--- src/rtl/clg_pkg.sv ---
package clg_pkg;

  // Access classes presented on the request bus
  localparam int N_CLASS   = 4;
  localparam int CL_TBLRD  = 0;
  localparam int CL_PROG   = 1;
  localparam int CL_VERIFY = 2;
  localparam int CL_EXTEX  = 3;

  typedef enum logic [1:0] {
    PL_OPEN     = 2'd0,
    PL_NOWRITE  = 2'd1,
    PL_NOVERIFY = 2'd2,
    PL_NOEXT    = 2'd3
  } prot_level_e;

  // Lowest protection level at which a class is refused
  function automatic int deny_from(input int cls);
    case (cls)
      CL_TBLRD:  deny_from = int'(PL_NOWRITE);
      CL_PROG:   deny_from = int'(PL_NOWRITE);
      CL_VERIFY: deny_from = int'(PL_NOVERIFY);
      default:   deny_from = int'(PL_NOEXT);
    endcase
  endfunction

endpackage

--- src/rtl/clg_lock_store.sv ---
module clg_lock_store #(
  parameter int LB_COUNT = 3,
  parameter int IDX_W    = 2
) (
  input  logic                clk,
  input  logic                rst,
  input  logic                lock_set,
  input  logic [IDX_W-1:0]    lock_set_idx,
  input  logic                chip_erase,
  output logic [LB_COUNT-1:0] lock_q
);

  // Nonvolatile model: power-up value only, never touched by rst
  logic [LB_COUNT-1:0] bits_q = '0;

  always_ff @(posedge clk) begin
    if (chip_erase) begin
      bits_q <= '0;
    end else begin
      for (int b = 0; b < LB_COUNT; b++) begin
        if (lock_set && (lock_set_idx == IDX_W'(b)))
          bits_q[b] <= 1'b1;
      end
    end
  end

  assign lock_q = bits_q;

  p_erase_clears_r8: assert property (@(posedge clk) disable iff (rst)
    chip_erase |=> (bits_q == '0));

  p_bits_sticky_r7: assert property (@(posedge clk) disable iff (rst)
    !chip_erase |=> ((bits_q & $past(bits_q)) == $past(bits_q)));

endmodule

--- src/rtl/clg_level_decode.sv ---
module clg_level_decode #(
  parameter int LB_COUNT = 3,
  parameter int LVL_W    = 2
) (
  input  logic                clk,
  input  logic                rst,
  input  logic [LB_COUNT-1:0] lock_q,
  output logic [LVL_W-1:0]    level_q
);

  logic [LVL_W-1:0] lvl_d;
  logic [LVL_W-1:0] lvl_r = '0;

  // Highest set bit wins, so partial patterns never lower protection
  always_comb begin
    lvl_d = '0;
    for (int b = 0; b < LB_COUNT; b++) begin
      if (lock_q[b]) lvl_d = LVL_W'(b + 1);
    end
  end

  // Level tracks the bits regardless of reset: protection must not lapse
  always_ff @(posedge clk) lvl_r <= lvl_d;

  assign level_q = lvl_r;

  p_top_bit_max_r2: assert property (@(posedge clk) disable iff (rst)
    lock_q[LB_COUNT-1] |=> (lvl_r == LVL_W'(LB_COUNT)));

endmodule

--- src/rtl/clg_ea_latch.sv ---
module clg_ea_latch (
  input  logic clk,
  input  logic rst,
  input  logic lb_first,
  input  logic ea_pin,
  output logic ea_q,
  output logic mismatch_q
);

  // Arbitrary until the first qualifying reset; modelled as 0
  logic ea_r  = 1'b0;
  logic mis_r = 1'b0;

  always_ff @(posedge clk) begin
    if (rst && lb_first) ea_r <= ea_pin;
  end

  always_ff @(posedge clk) begin
    if (rst) mis_r <= 1'b0;
    else     mis_r <= lb_first && (ea_r != ea_pin);
  end

  assign ea_q       = ea_r;
  assign mismatch_q = mis_r;

  p_latch_holds_r9: assert property (@(posedge clk) disable iff (rst)
    1'b1 |=> $stable(ea_r));

endmodule

--- src/rtl/clg_access_gate.sv ---
module clg_access_gate
  import clg_pkg::*;
#(
  parameter int LVL_W = 2
) (
  input  logic               clk,
  input  logic               rst,
  input  logic [LVL_W-1:0]   level_q,
  input  logic [N_CLASS-1:0] req,
  output logic [N_CLASS-1:0] grant_q,
  output logic [N_CLASS-1:0] deny_q
);

  generate
    for (genvar c = 0; c < N_CLASS; c++) begin : g_class
      logic allow;
      assign allow = (int'(level_q) < deny_from(c));

      always_ff @(posedge clk) begin
        if (rst) begin
          grant_q[c] <= 1'b0;
          deny_q[c]  <= 1'b0;
        end else begin
          grant_q[c] <= req[c] && allow;
          deny_q[c]  <= req[c] && !allow;
        end
      end
    end
  endgenerate

  p_ext_exec_denied_r5: assert property (@(posedge clk) disable iff (rst)
    (req[CL_EXTEX] && (level_q == LVL_W'(PL_NOEXT))) |=> deny_q[CL_EXTEX]);

  p_open_grants_all_r1: assert property (@(posedge clk) disable iff (rst)
    (level_q == '0) |=> ((grant_q == $past(req)) && (deny_q == '0)));

endmodule

--- src/rtl/code_lock_guard.sv ---
module code_lock_guard
  import clg_pkg::*;
#(
  parameter int LB_COUNT = 3
) (
  input  logic                               clk,
  input  logic                               rst,
  input  logic                               lock_set,
  input  logic [$clog2(LB_COUNT+1)-1:0]      lock_set_idx,
  input  logic                               chip_erase,
  input  logic                               ea_pin,
  input  logic [3:0]                         req,
  output logic [3:0]                         grant,
  output logic [3:0]                         deny,
  output logic [$clog2(LB_COUNT+1)-1:0]      prot_level,
  output logic                               ea_latched,
  output logic                               ea_mismatch
);

  localparam int LVL_W = $clog2(LB_COUNT + 1);

  logic [LB_COUNT-1:0] lock_q;
  logic [LVL_W-1:0]    level_q;

  clg_lock_store #(.LB_COUNT(LB_COUNT), .IDX_W(LVL_W)) u_store (
    .clk(clk), .rst(rst), .lock_set(lock_set), .lock_set_idx(lock_set_idx),
    .chip_erase(chip_erase), .lock_q(lock_q)
  );

  clg_level_decode #(.LB_COUNT(LB_COUNT), .LVL_W(LVL_W)) u_decode (
    .clk(clk), .rst(rst), .lock_q(lock_q), .level_q(level_q)
  );

  clg_ea_latch u_ea (
    .clk(clk), .rst(rst), .lb_first(lock_q[0]), .ea_pin(ea_pin),
    .ea_q(ea_latched), .mismatch_q(ea_mismatch)
  );

  clg_access_gate #(.LVL_W(LVL_W)) u_gate (
    .clk(clk), .rst(rst), .level_q(level_q), .req(req),
    .grant_q(grant), .deny_q(deny)
  );

  assign prot_level = level_q;

  p_no_mismatch_unlocked_r10: assert property (@(posedge clk) disable iff (rst)
    !lock_q[0] |=> !ea_mismatch);

endmodule

--- config.mk ---
export PLATFORM = sky130hd
export DESIGN_NAME = code_lock_guard
export DESIGN_NICKNAME = d
export VERILOG_FILES = /design/src/rtl/clg_pkg.sv /design/src/rtl/clg_lock_store.sv /design/src/rtl/clg_level_decode.sv /design/src/rtl/clg_ea_latch.sv /design/src/rtl/clg_access_gate.sv /design/src/rtl/code_lock_guard.sv
export SDC_FILE = /design/constraint.sdc
export NUM_CORES = 1
export LEC_CHECK = 0
export ABC_AREA = 1
export BUFFER_PORTS_ARGS = -buffer_cell sky130_fd_sc_hd__buf_2
export CAP_MARGIN = 20
export CORE_AREA = 2 2 39 41
export CTS_CLUSTER_DIAMETER = 80
export DETAILED_ROUTE_END_ITERATION = 10
export DIE_AREA = 0 0 41 43
export GPL_ROUTABILITY_DRIVEN = 0
export PLACE_DENSITY = 0.65
export REMOVE_ABC_BUFFERS = 1
export SYNTH_ARGS = -nofsm -noshare
export SYNTH_HDL_FRONTEND = slang
export SYNTH_HIERARCHICAL = 1
export SYNTH_SLANG_ARGS = --single-unit
--- constraint.sdc ---
create_clock -name clk -period 1.05 [get_ports clk]
set_input_delay 0.315 -clock clk [delete_from_list [all_inputs] [get_ports clk]]
set_output_delay 0.315 -clock clk [all_outputs]
set_load 0.01 [all_outputs]
==> results of run 1 <==
[area by class of cell]
| type | count | share of cell area |
|---|---|---|
| sequential | 15 | 0.4500 |
| inverter | 13 | 0.06964 |
| clock buffer | 3 | 0.03214 |
| clock inverter | 1 | 0.007143 |
| timing repair buffer | 26 | 0.2357 |
| tap | 16 | 0.02857 |
| multi-input combinational | 30 | 0.1768 |
[cell families after synthesis]
| family | after synthesis | synth area share |
|---|---|---|
| AO/OA/AOI/OAI | 3 | 0.03886 |
| AND/OR/NAND/NOR | 27 | 0.2176 |
| flip-flops | 15 | 0.6425 |
| buffers and inverters | 13 | 0.1010 |
[routing by layer]
metal  up-vias  GRT usage  routed length (µm)
li1        229          -                   -
met1       179     0.1122                 366
met2        18     0.1500                 371
met3         0    0.04712                  85
met4         0    0.08000                   0
met5         -          0                   0
[Yosys cell counts]
| cell | n |
|---|---|
| inv_2 | 1 |
| nor2_1 | 12 |
| inv_1 | 12 |
| nand2_1 | 12 |
| dfxtp_1 | 14 |
| a21oi_2 | 1 |
| a21oi_1 | 2 |
| nand3_1 | 3 |
| edfxtp_1 | 1 |
[worst paths after layout]
kind,end,slack (ns),startpoint,depth (start not counted)
max,ea_latched,-0.08,u_ea/ea_q,1
min,u_store/lock_q[0],0.21,chip_erase,2
max reg2reg,u_ea/mismatch_q,0.15,u_ea/ea_q,5
min reg2reg,u_decode/level_q[1],0.45,u_store/lock_q[1],2
[through the flow]
step / util / setup TNS, ns / instances
5_1_grt: 0.5063 / -0.3190 / 104
2_1_floorplan: - / 0 / 58
4_1_cts: 0.4901 / -0.09862 / 103
6_report: 0.5063 / -0.08169 / 104
3_5_place_dp: 0.4430 / 0 / 96
3_3_place_gp: 0.4430 / 0 / 96
[sequential cells by signal, summed over array words and instances, names as in the netlist]
signal and cells:
u_gate/deny_q 4, u_gate/grant_q 4, u_store/lock_q 3, u_decode/level_q 2
u_ea/ea_q 1, u_ea/mismatch_q 1
[where the power goes]
part           total [mW]  switching [mW]  internal [mW]  leakage, nW
logic               0.137          0.0675         0.0698        0.238
clock network       0.318           0.177          0.141       0.0177
registers           0.622          0.0138          0.609        0.125
total                1.08           0.259          0.820        0.381
[timing repair]
action	in CTS	in global routing
buffers inserted	3	1
setup endpoints to repair	4	11
gates resized for setup	4	4
pin swaps	0	0
==> impl_metrics.csv, run 1 <==
group,metric,value,unit
clocking,htree_levels,1,
floorplanning,core_area,1384,µm²
worst_setup_path,max_stage_delay,0.39,ns
pwr,vdd_drop_max,595.0,µV
synthesis,synth_area_leaders,"dfxtp_1 58%, inv_1 9.3%, nand2_1 9.3%, nor2_1 9.3%, edfxtp_1 6.2%",
clocking,cts_hold_buf,0,
synthesis,yosysTopAreaCellShare,0.5803,
floorplanning,core.rowCount,14,
pwr,power.total,1.078,mW
clocking,cts_made_buffers,3,
placed_design,io_buffers,22,
synthesis,syn_avg_cell_area,8.327,µm²
run_status,status,"finished with violations",
timing,period_needed,1.132,ns
timing,fmax,0.8836,GHz
min_path,hold_path.class,"in2reg",
routing,via_per_inst,4.096,
routing,drc_errors,0,
synthesis,post-synth-top-area-cell,"dfxtp_1",
run_status,violations,"negative setup slack",
grt,grt_pass1_wl,1193,µm
clocking,cts_max_path_buffers,2,
clocking,clkSlewWorstSetupHoldPaths,0.08,ns
worst_setup_path,crit_path_start_kind,"register",
clocking,clock_sinks,15,
grt,grt_max_degree,10,
synthesis,yosys_register_bits,15,
clocking,cts_tree,"yes",
worst_setup_path,crit_family,"flip-flops",
routing,wl_per_cell,7.904,µm
cells_and_area,most-common-layout-cells,"18 x buf_2, 12 x inv_1, 12 x nand2_1, 12 x nor2_1, 10 x dfxtp_1",
grt,grt_pass1_vias,335,
worst_setup_path,cp.required,0.73,ns
cells_and_area,multi_input_area,123.9,µm²
routing,detail-route-antenna-nets,0,
cells_and_area,fin_area,700.7,µm²
worst_setup_path,path_cells,"buf_2",
cells_and_area,diodes,0,
timing,finalWorstSetupSlack,-0.08169,ns
timing,relSlewSlack,0.9110,
synthesis,synthDistinctLibCells,9,
timing,fin_crit_sh,1.078,
synthesis,synth_area,483.0,µm²
floorplanning,dieArea,1763,µm²
clocking,clk_latency,0.28,ns
floorplanning,start_util,0.3490,
routing,num_vias,426,
worst_setup_path,critPathCaptureType,"output port",
cells_and_area,seqCellArea,315.3,µm²
worst_setup_path,critPathBufInv,1,
synthesis,syn_inst,58,
worst_setup_path,critical_path_peak_fanout,2,
pwr,power_density,1539,nW/µm²
floorplanning,die_w,41,µm
cells_and_area,nNetsFinal,100,
timing,holdWs,0.2120,ns
worst_setup_path,crit_slowest_cell,"edfxtp_1",
routing,wl,822,µm
placed_design,dp.final_hpwl,636.3,µm
cells_and_area,layout_commonest_cell,"buf_2",
routing,firstDrtPassIters,2,
synthesis,seq_area_frac_synth,0.6425,
cells_and_area,drive_gt1_frac,0.4091,
timing,drv_slew,0,
timing,clock_skew,0.004137,ns
worst_setup_path,crit_type,"reg2out",
worst_setup_path,cp_data_arrival_time,0.82,ns
timing,setup_viol,1,
pwr,p_leak,0.3811,nW
floorplanning,io_pins,23,
placed_design,postPlaceCellArea,613.1,µm²
cells_and_area,syn_to_final_growth,45.08,%
placed_design,pre_cts_slack,0.1964,ns
grt,grt_overflow,0,
clocking,cts-root-buf,"clkbuf_4",
grt,grt.total_usage,0.1043,
cells_and_area,fill_cells,130,
timing,hold_viol_final,0,
grt,antenna_found_initial,0,
timing,rsz0062_at_grt,"yes",
synthesis,ys_warn_count,6,
timing,worst_slew_pin_slew,0.1330,ns
floorplanning,die_h,43,µm
routing,dr.first_iter.drc_count,8,
flow_run,maxCapViolations,0,
Power figures use the tool's default switching activity.
==> run 2: changes to the inputs <==
SETUP_SLACK_MARGIN = 0.5   (was not set)
==> impl_metrics.csv, run 2 (synthesis gave the netlist of run 1 again) <==
group,metric,value,unit
grt,grt.total_usage,0.1135,
cells_and_area,nNetsFinal,103,
pwr,power.total,1.148,mW
placed_design,postPlaceCellArea,613.1,µm²
worst_setup_path,cp.required,0.73,ns
worst_setup_path,cp_data_arrival_time,0.82,ns
routing,firstDrtPassIters,4,
timing,setup_viol,2,
placed_design,dp.final_hpwl,636.3,µm
worst_setup_path,path_cells,"buf_2",
timing,fin_crit_sh,1.082,
clocking,cts-root-buf,"clkbuf_4",
timing,hold_viol_final,0,
routing,m1WireLength,410,µm
timing,drv_slew,0,
clocking,cts_max_path_buffers,2,
clocking,clock_sinks,15,
timing,rsz0062_at_grt,"yes",
timing,clock_skew,0.001006,ns
run_status,violations,"negative setup slack",
placed_design,pre_cts_slack,0.1964,ns
timing,fmax,0.8801,GHz
flow_run,maxCapViolations,0,
routing,dr_wl_met3,83,µm
worst_setup_path,critPathBufInv,1,
grt,grt_pass1_wl,1290,µm
cells_and_area,diodes,0,
routing,detail-route-antenna-nets,0,
timing,finalWorstSetupSlack,-0.08626,ns
timing,tns,-0.09206,ns
routing,wl_met2,513,µm
placed_design,dp_cells,96,
timing,worst_slew_pin_slew,0.1527,ns
routing,wl,1007,µm
floorplanning,io_pins,23,
routing,drc_errors,0,
timing,period_needed,1.136,ns
routing,wl_per_cell,9.411,µm
grt,grt_pass1_vias,345,
grt,grt_overflow,0,
floorplanning,start_util,0.3490,
routing,num_vias,451,
worst_setup_path,max_stage_delay,0.39,ns
worst_setup_path,crit_family,"flip-flops",
worst_setup_path,reg2reg_slack,0.14,ns
floorplanning,core.rowCount,14,
grt,antenna_found_initial,0,
cells_and_area,final_cells,107,
worst_setup_path,crit_path_start_kind,"register",
min_path,hold_path.class,"in2reg",
routing,highest_layer,"met3",
worst_setup_path,critical_path_peak_fanout,2,
worst_setup_path,critPathCaptureType,"output port",
placed_design,io_buffers,22,
timing,relSlewSlack,0.8979,
cells_and_area,fin_area,802.0,µm²
worst_setup_path,crit_type,"reg2out",
cells_and_area,most-common-layout-cells,"17 x buf_2, 10 x buf_6, 8 x nand2_1, 8 x nor2_1",
floorplanning,core_area,1384,µm²
clocking,cts_made_buffers,3,
cells_and_area,layout_commonest_cell,"buf_2",
pwr,vdd_drop_max,614.9,µV
cells_and_area,syn_to_final_growth,66.06,%
clocking,htree_levels,1,
clocking,clk_latency,0.28,ns
floorplanning,dieArea,1763,µm²
routing,via_per_inst,4.215,
cells_and_area,fill_cells,121,
grt,grt_max_degree,10,
floorplanning,die_h,43,µm
run_status,status,"finished with violations",
clocking,cts_tree,"yes",
cells_and_area,drive_gt1_frac,0.6593,
pwr,power_density,1431,nW/µm²
routing,dr.first_iter.drc_count,4,
floorplanning,die_w,41,µm
worst_setup_path,crit_slowest_cell,"edfxtp_1",
pwr,p_leak,0.4131,nW
clocking,clkSlewWorstSetupHoldPaths,0.09,ns
run 2: changes by cell type in the layout (fill, tap and decap cells not counted), moves of 2 or more:
cell     previous run  this run
buf_4               4         2
buf_6               4        10
dfxtp_1            10         6
dfxtp_2             4         7
inv_1              12         5
inv_2               1         7
nand2_1            12         8
nand2_2             0         3
nor2_1             12         8
nor2_2              0         2
nor2_4              0         2
run 2: power by group:
group          switching, mW  leakage, nW  internal [mW]
logic                 0.0945        0.268          0.101
clock network          0.185       0.0177          0.141
registers             0.0177        0.127          0.609
total                  0.297        0.413          0.851
run 2: path summary, 6_finish.rpt:
check / start / cells after the start / end
max: u_ea/ea_q / 1 / ea_latched
min: chip_erase / 2 / u_store/lock_q[1]
max reg2reg: u_ea/ea_q / 5 / u_ea/mismatch_q
min reg2reg: u_store/lock_q[2] / 2 / u_decode/level_q[1]
run 2: through the flow:
step	utilization	hold WS (ns)
after floorplan	-	0.3774
after global placement	0.4430	0.4345
after detailed placement	0.4430	0.4373
after CTS	0.5109	0.1953
after global routing	0.5796	0.2055
final	0.5796	0.2131
run 2: cell type report:
type	count	area [µm²]	share of cell area
timing repair buffer	29	212.7	0.2652
clock buffer	3	22.52	0.02808
clock inverter	1	5.005	0.006240
inverter	13	51.30	0.06396
tap	16	20.02	0.02496
sequential	15	322.8	0.4025
multi-input combinational	30	167.7	0.2090
run 2: repair_timing:
action / 4_1_cts / 5_1_grt
setup buffers: 3 / 4
gates resized for setup: 19 / 21
setup endpoints to repair: 26 / 26
pin swaps: 6 / 8
hold buffers: 0 / 0
run 2: per-layer routing:
metal,vias to the layer above,global-route usage
met5,-,0
met4,0,0.08000
met3,0,0.04712
met2,20,0.1781
met1,195,0.1126
li1,236,-
